<file path="src/rtl/user_refresh_arb_pkg.sv">
package user_refresh_arb_pkg;

  typedef enum logic [2:0] {
    OP_NOP = 3'd0,
    OP_REF = 3'd1,
    OP_SRE = 3'd2,
    OP_SRX = 3'd3,
    OP_RD  = 3'd4,
    OP_WR  = 3'd5
  } cmdOp_e;

  typedef struct packed {
    logic issueRef;
    logic issueSre;
    logic issueSrx;
    logic issueQ;
    logic clrBurst;
  } strobe_t;

endpackage

</file>
<file path="src/rtl/user_refresh_arb_ctrl.sv">
module user_refresh_arb_ctrl
  import user_refresh_arb_pkg::*;
#(
  parameter int NUM_RANKS = 4
) (
  input  logic                 clk,
  input  logic                 rstN,
  input  logic                 refReq,
  input  logic [NUM_RANKS-1:0] refSel,
  input  logic [NUM_RANKS-1:0] srReq,
  input  logic                 qValid,
  input  logic                 refBusy,
  input  logic                 refAck,
  input  logic                 capped,
  input  logic [NUM_RANKS-1:0] inSr,
  input  logic [NUM_RANKS-1:0] activeRefMask,
  output strobe_t              st,
  output logic [NUM_RANKS-1:0] srMask,
  output logic                 qReady,
  output logic                 refSelErr
);

  logic                 selNonZero;
  logic                 refWant;
  logic                 refIdle;
  logic [NUM_RANKS-1:0] srOwned;
  logic [NUM_RANKS-1:0] entering;
  logic [NUM_RANKS-1:0] exiting;

  assign selNonZero = |refSel;
  assign refSelErr  = refReq && !selNonZero;
  assign refWant    = refReq && selNonZero && !capped;
  assign refIdle    = !refBusy && !refAck;
  assign srOwned    = inSr | srReq;
  assign entering   = srReq & ~inSr & ~activeRefMask;
  assign exiting    = inSr & ~srReq;

  always_comb begin
    st          = '0;
    srMask      = '0;
    st.clrBurst = !refReq;
    st.issueRef = refWant && refIdle && ((refSel & srOwned) == '0);
    if (!st.issueRef && (entering != '0)) begin
      st.issueSre = 1'b1;
      srMask      = entering;
    end else if (!st.issueRef && (exiting != '0)) begin
      st.issueSrx = 1'b1;
      srMask      = exiting;
    end
    qReady    = !refWant && refIdle && (entering == '0) && (exiting == '0);
    st.issueQ = qValid && qReady;
  end


  sel_zero_chk: assert property (@(posedge clk) disable iff (!rstN)
    refSelErr |-> !st.issueRef);


  cap_hold_chk: assert property (@(posedge clk) disable iff (!rstN)
    capped |-> !st.issueRef);

endmodule

</file>
<file path="src/rtl/user_refresh_arb_dp.sv">
module user_refresh_arb_dp
  import user_refresh_arb_pkg::*;
#(
  parameter int NUM_RANKS = 4,
  parameter int REF_BUSY  = 8,
  parameter int MAX_BURST = 9
) (
  input  logic                 clk,
  input  logic                 rstN,
  input  strobe_t              st,
  input  logic [NUM_RANKS-1:0] srMask,
  input  logic [NUM_RANKS-1:0] refSel,
  input  logic                 qWrite,
  input  logic [NUM_RANKS-1:0] qRank,
  output logic                 refBusy,
  output logic                 refAck,
  output logic                 capped,
  output logic [NUM_RANKS-1:0] inSr,
  output logic [NUM_RANKS-1:0] activeRefMask,
  output logic                 cmdValid,
  output logic [2:0]           cmdOp,
  output logic [NUM_RANKS-1:0] cmdRank
);

  localparam int BW = $clog2(REF_BUSY + 1);
  localparam int CW = $clog2(MAX_BURST + 1);

  logic [BW-1:0]        busyCnt;
  logic [CW-1:0]        burstCnt;
  logic [NUM_RANKS-1:0] refMask;

  assign refBusy       = (busyCnt != '0);
  assign capped        = (burstCnt == CW'(MAX_BURST));
  assign activeRefMask = refBusy ? refMask : '0;

  always_ff @(posedge clk) begin
    if (!rstN) begin
      busyCnt  <= '0;
      refAck   <= 1'b0;
      refMask  <= '0;
      burstCnt <= '0;
    end else begin
      if (st.issueRef)      busyCnt <= BW'(REF_BUSY);
      else if (refBusy)     busyCnt <= busyCnt - 1'b1;
      refAck <= (busyCnt == BW'(1));
      if (st.issueRef)      refMask <= refSel;
      if (st.clrBurst)      burstCnt <= '0;
      else if (st.issueRef) burstCnt <= burstCnt + 1'b1;
    end
  end

  for (genvar r = 0; r < NUM_RANKS; r++) begin : g_rank
    always_ff @(posedge clk) begin
      if (!rstN)                         inSr[r] <= 1'b0;
      else if (st.issueSre && srMask[r]) inSr[r] <= 1'b1;
      else if (st.issueSrx && srMask[r]) inSr[r] <= 1'b0;
    end
  end

  always_ff @(posedge clk) begin
    if (!rstN) begin
      cmdValid <= 1'b0;
      cmdOp    <= OP_NOP;
      cmdRank  <= '0;
    end else begin
      cmdValid <= st.issueRef || st.issueSre || st.issueSrx || st.issueQ;
      if (st.issueRef) begin
        cmdOp <= OP_REF;  cmdRank <= refSel;
      end else if (st.issueSre) begin
        cmdOp <= OP_SRE;  cmdRank <= srMask;
      end else if (st.issueSrx) begin
        cmdOp <= OP_SRX;  cmdRank <= srMask;
      end else if (st.issueQ) begin
        cmdOp <= qWrite ? OP_WR : OP_RD;  cmdRank <= qRank;
      end else begin
        cmdOp <= OP_NOP;  cmdRank <= '0;
      end
    end
  end


  ack_pulse_chk: assert property (@(posedge clk) disable iff (!rstN)
    refAck |=> !refAck);


  ref_spacing_chk: assert property (@(posedge clk) disable iff (!rstN)
    st.issueRef |-> (!refBusy && !refAck));


  queue_stall_chk: assert property (@(posedge clk) disable iff (!rstN)
    refBusy |=> !(cmdValid && (cmdOp == OP_RD || cmdOp == OP_WR)));


  burst_cap_chk: assert property (@(posedge clk) disable iff (!rstN)
    burstCnt <= CW'(MAX_BURST));


  ref_sr_clash_chk: assert property (@(posedge clk) disable iff (!rstN)
    (cmdValid && cmdOp == OP_REF) |-> ((cmdRank & inSr) == '0));


  sre_clash_chk: assert property (@(posedge clk) disable iff (!rstN)
    st.issueSre |-> ((srMask & activeRefMask) == '0));

endmodule

</file>
<file path="src/rtl/user_refresh_arb.sv">
module user_refresh_arb
  import user_refresh_arb_pkg::*;
#(
  parameter int NUM_RANKS = 4,
  parameter int REF_BUSY  = 8,
  parameter int MAX_BURST = 9
) (
  input  logic                 clk,
  input  logic                 rstN,
  input  logic                 refReq,
  input  logic [NUM_RANKS-1:0] refSel,
  output logic                 refAck,
  output logic                 refSelErr,
  input  logic [NUM_RANKS-1:0] srReq,
  output logic                 srAck,
  input  logic                 qValid,
  input  logic                 qWrite,
  input  logic [NUM_RANKS-1:0] qRank,
  output logic                 qReady,
  output logic                 cmdValid,
  output logic [2:0]           cmdOp,
  output logic [NUM_RANKS-1:0] cmdRank
);

  strobe_t              st;
  logic [NUM_RANKS-1:0] srMask;
  logic [NUM_RANKS-1:0] inSr;
  logic [NUM_RANKS-1:0] activeRefMask;
  logic                 refBusy;
  logic                 capped;

  assign srAck = |inSr;

  user_refresh_arb_ctrl #(.NUM_RANKS(NUM_RANKS)) u_ctrl (
    .clk(clk), .rstN(rstN), .refReq(refReq), .refSel(refSel), .srReq(srReq),
    .qValid(qValid), .refBusy(refBusy), .refAck(refAck), .capped(capped),
    .inSr(inSr), .activeRefMask(activeRefMask), .st(st), .srMask(srMask),
    .qReady(qReady), .refSelErr(refSelErr)
  );

  user_refresh_arb_dp #(
    .NUM_RANKS(NUM_RANKS), .REF_BUSY(REF_BUSY), .MAX_BURST(MAX_BURST)
  ) u_dp (
    .clk(clk), .rstN(rstN), .st(st), .srMask(srMask), .refSel(refSel),
    .qWrite(qWrite), .qRank(qRank), .refBusy(refBusy), .refAck(refAck),
    .capped(capped), .inSr(inSr), .activeRefMask(activeRefMask),
    .cmdValid(cmdValid), .cmdOp(cmdOp), .cmdRank(cmdRank)
  );


  sr_ack_chk: assert property (@(posedge clk) disable iff (!rstN)
    (cmdValid && cmdOp == OP_SRE) |-> srAck);

endmodule

</file>
<file path="config.mk">
export PLATFORM = sky130hd
export DESIGN_NAME = user_refresh_arb
export DESIGN_NICKNAME = d
export VERILOG_FILES = /design/src/rtl/user_refresh_arb_pkg.sv /design/src/rtl/user_refresh_arb_ctrl.sv /design/src/rtl/user_refresh_arb_dp.sv /design/src/rtl/user_refresh_arb.sv
export SDC_FILE = /design/constraint.sdc
export NUM_CORES = 1
export LEC_CHECK = 0
export ABC_AREA = 1
export BUFFER_PORTS_ARGS = -buffer_cell sky130_fd_sc_hd__buf_4
export CAP_MARGIN = 20
export CELL_PAD_IN_SITES_DETAIL_PLACEMENT = 0
export CELL_PAD_IN_SITES_GLOBAL_PLACEMENT = 1
export CORE_AREA = 2 2 67 69
export DETAILED_ROUTE_END_ITERATION = 16
export DIE_AREA = 0 0 69 71
export PLACE_DENSITY_LB_ADDON = 0.15
export SLEW_MARGIN = 10
export SYNTH_ARGS = -nofsm -noshare
export SYNTH_HDL_FRONTEND = slang
export SYNTH_SLANG_ARGS = --single-unit
</file>
<file path="constraint.sdc">
create_clock -name clk -period 1.86 [get_ports clk]
set_clock_uncertainty 0.2 [all_clocks]
set_input_delay 0.186 -clock clk [delete_from_list [all_inputs] [get_ports clk]]
set_output_delay 0.186 -clock clk [all_outputs]
set_load 0.05 [all_outputs]
</file>
==> results.py <==
metrics = {
    "routing": {
        "ant_nets": 0,
        "viasPerCell": 4.644,
        "drt-pass1-iter-count": 4,
        "vias": 1407,
        "drt_wl_total_um": 3869,
        "detail_route.wl_per_cell_um": 12.77,
        "drc_errors": 0,
        "drt_iter0_markers": 31,
    },
    "global_routing": {
        "grt_pass1_wl_um": 6341,
        "grt_usage_pct": 16.20,
        "grt_max_degree": 14,
        "grt-ovfl-total": 0,
        "antenna_found_initial": 0,
        "grt_pass1_vias": 1378,
    },
    "finish": {
        "final_cell_mix": "buf_4, nand2_1, dfxtp_1, nor2_1, inv_1",
        "stdcell_count": 303,
        "final_core_util_pct": 47.35,
        "final_nets": 273,
        "antenna_cells": 0,
        "area_delta_synth_final_pct": 49.39,
        "drive_above_1_share_pct": 36.65,
        "layout_commonest_cell": "buf_4",
    },
    "synth": {
        "ys_warn_count": 0,
        "syn_area_um2": 1333,
        "syn-num-nets": 215,
        "synth_edf_count": 0,
        "yosys.area_share.simple_pct": 40.66,
        "netlist_instances": 194,
        "synth_cell_types": 28,
        "avgSynthCellArea_um2": 6.869,
        "async_reset_ff_share_pct": 0,
        "synth-compound-area-share_pct": 8.357,
        "synth-xor-area-share_pct": 0.6573,
        "ys_seq_area_share_pct": 37.56,
        "synth_flop_cell": "dfxtp_1",
        "synthMuxAreaShare_pct": 0,
        "synth_top_family_by_area": "simple AND/OR/NAND/NOR gates",
        "synth-seq-cells": 25,
        "synthAdderAreaFrac_pct": 3.756,
    },
    "sta": {
        "rsz0062_at_grt": "yes",
        "slew-limit-headroom_pct": 74.70,
        "worst_slack_ns": -0.1229,
        "fin_crit_sh_pct": 106.6,
        "setup_tns_ns": -0.1968,
        "fmax_mhz": 504.3,
        "drv_slew": 0,
        "hold_viol_final": 1,
        "min_period_ns": 1.983,
        "fin_hold_ws_ns": -0.003248,
        "worst_pin_slew_ns": 0.3763,
        "setup_viol": 5,
    },
    "die": {
        "rows": 24,
        "core_um2": 4204,
        "die_h_um": 71,
        "die_w_um": 69,
        "start_util_pct": 31.70,
        "die_area_um2": 4899,
        "io_pins": 29,
    },
    "place": {
        "dpl.hpwl_um": 2949,
        "place_congestion": 0.8455,
        "place_ws_ns": -0.01389,
        "dp_cells": 285,
        "port_buffers": 28,
    },
    "clock_tree": {
        "cts_max_path_buffers": 2,
        "clk_pin_slew_ns": 0.08,
        "htreeDepth": 1,
        "cts_buffers": 3,
        "insertion_delay_ns": 0.27,
        "cts.sinks": 25,
        "cts_tree": "built",
        "root_buffer": "clkbuf_8",
    },
    "job": {
        "drv_cap": 0,
    },
    "power_and_ir_drop": {
        "power_density_nw_per_um2": 1111,
        "ir_drop_v": 0.0003720,
        "p_leak_nw": 0.9750,
    },
    "setup_path": {
        "start_kind": "flip-flop",
        "arrival_ns": 1.60,
        "cp-end-kind": "output port",
        "required_ns": 1.47,
        "crit_path_max_fanout": 8,
        "worst-setup-path-type": "flip-flop to output port",
    },
    "status": {
        "failed_checks": "hold timing, setup timing",
        "status": "finished with violations",
    },
    "min_path": {
        "worstHoldPathType": "input pin to flip-flop",
    },
}
## power breakdown
group	switching [W]	internal [W]
Combinational	0.000692	0.000486
Clock	0.000180	0.000154
Sequential	0.0000735	0.000628
Total	0.000945	0.00127
## cells by family after synthesis
kind of cell | count (synthesis)
and+or+nand+nor | 116
AOI/OAI and AO/OA | 20
DFF | 25
adders and majority gates | 4
xor gates and xnor gates | 1
buffers and inverters | 28
## through the flow
| stage | power (W) | area, µm² | hold slack (ns) |
|---|---|---|---|
| after global routing | 0.002364 | 1991 | 0.007735 |
| after CTS | 0.002138 | 1912 | 0.0007739 |
| final | 0.002212 | 1991 | -0.003248 |
| after floorplan | 0.001346 | 1351 | 0.1231 |
| after detailed placement | 0.001645 | 1708 | 0.2551 |
| after global placement | 0.001627 | 1708 | 0.2529 |
## cell type report
cell class | count | area (µm²)
repair buffers | 56 | 450.4
well taps | 52 | 65.06
clock buffers | 4 | 45.04
multi-input cells | 141 | 828.3
flip-flops and latches | 25 | 503.0
inverters | 25 | 98.84
fillers | 453 | 2213
## path summary, 6_finish.rpt
kind                   start          endpoint  slack [ns]  depth (start not counted)
max          u_dp.busyCnt[1]            qReady       -0.12                         10
min                   refReq  u_dp.burstCnt[0]      -0.003                          3
max reg2reg  u_dp.busyCnt[0]      u_dp.inSr[2]       -0.03                         13
min reg2reg  u_dp.refMask[3]   u_dp.refMask[3]        0.27                          2
## Yosys cell counts (2+ instances only)
cell / count / area [µm²]
a21oi_1: 9 / 45.04
a31oi_1: 2 / 12.51
dfxtp_1: 25 / 500.5
ha_1: 4 / 50.05
inv_1: 22 / 82.58
nand2_1: 50 / 187.7
nand2_2: 3 / 18.77
nand2_4: 2 / 22.52
nand3_1: 15 / 75.07
nand4_1: 10 / 62.56
nor2_1: 24 / 90.09
nor2_2: 5 / 31.28
nor3_1: 4 / 20.02
o21ai_0: 4 / 20.02
o21ai_1: 2 / 10.01
## flip-flops by register name, indices dropped and copies added (netlist names)
signal and count:
u_dp.burstCnt 4, u_dp.busyCnt 4, u_dp.cmdRank 4, u_dp.inSr 4, u_dp.refMask 4, u_dp.cmdOp 3, u_dp.cmdValid 1, u_dp.refAck 1
## repair_timing
action | 4_1_cts | 5_1_grt
pin swaps | 7 | 5
resized for setup | 15 | 16
setup endpoints to repair | 1 | 24
hold endpoints to repair | 8 | 0
hold buffers | 6 | 0
setup buffers | 6 | 2
## critical path, cell delays in order, from the launching register on
cell and delay (ns):
dfxtp_2 0.36, inv_4 0.04, ha_4 0.17, nand2_8 0.10
nand2_4 0.05, nand2_2 0.08, nand2_4 0.07, inv_2 0.06
nand2_4 0.06, nor3_4 0.15, buf_6 0.19
## routing by layer
layer,track usage (%),routed length (µm)
met5,0,0
met4,5.882,74
met3,2.422,121
met2,27.46,1884
met1,21.00,1788
(Power assumes the default switching activity.)
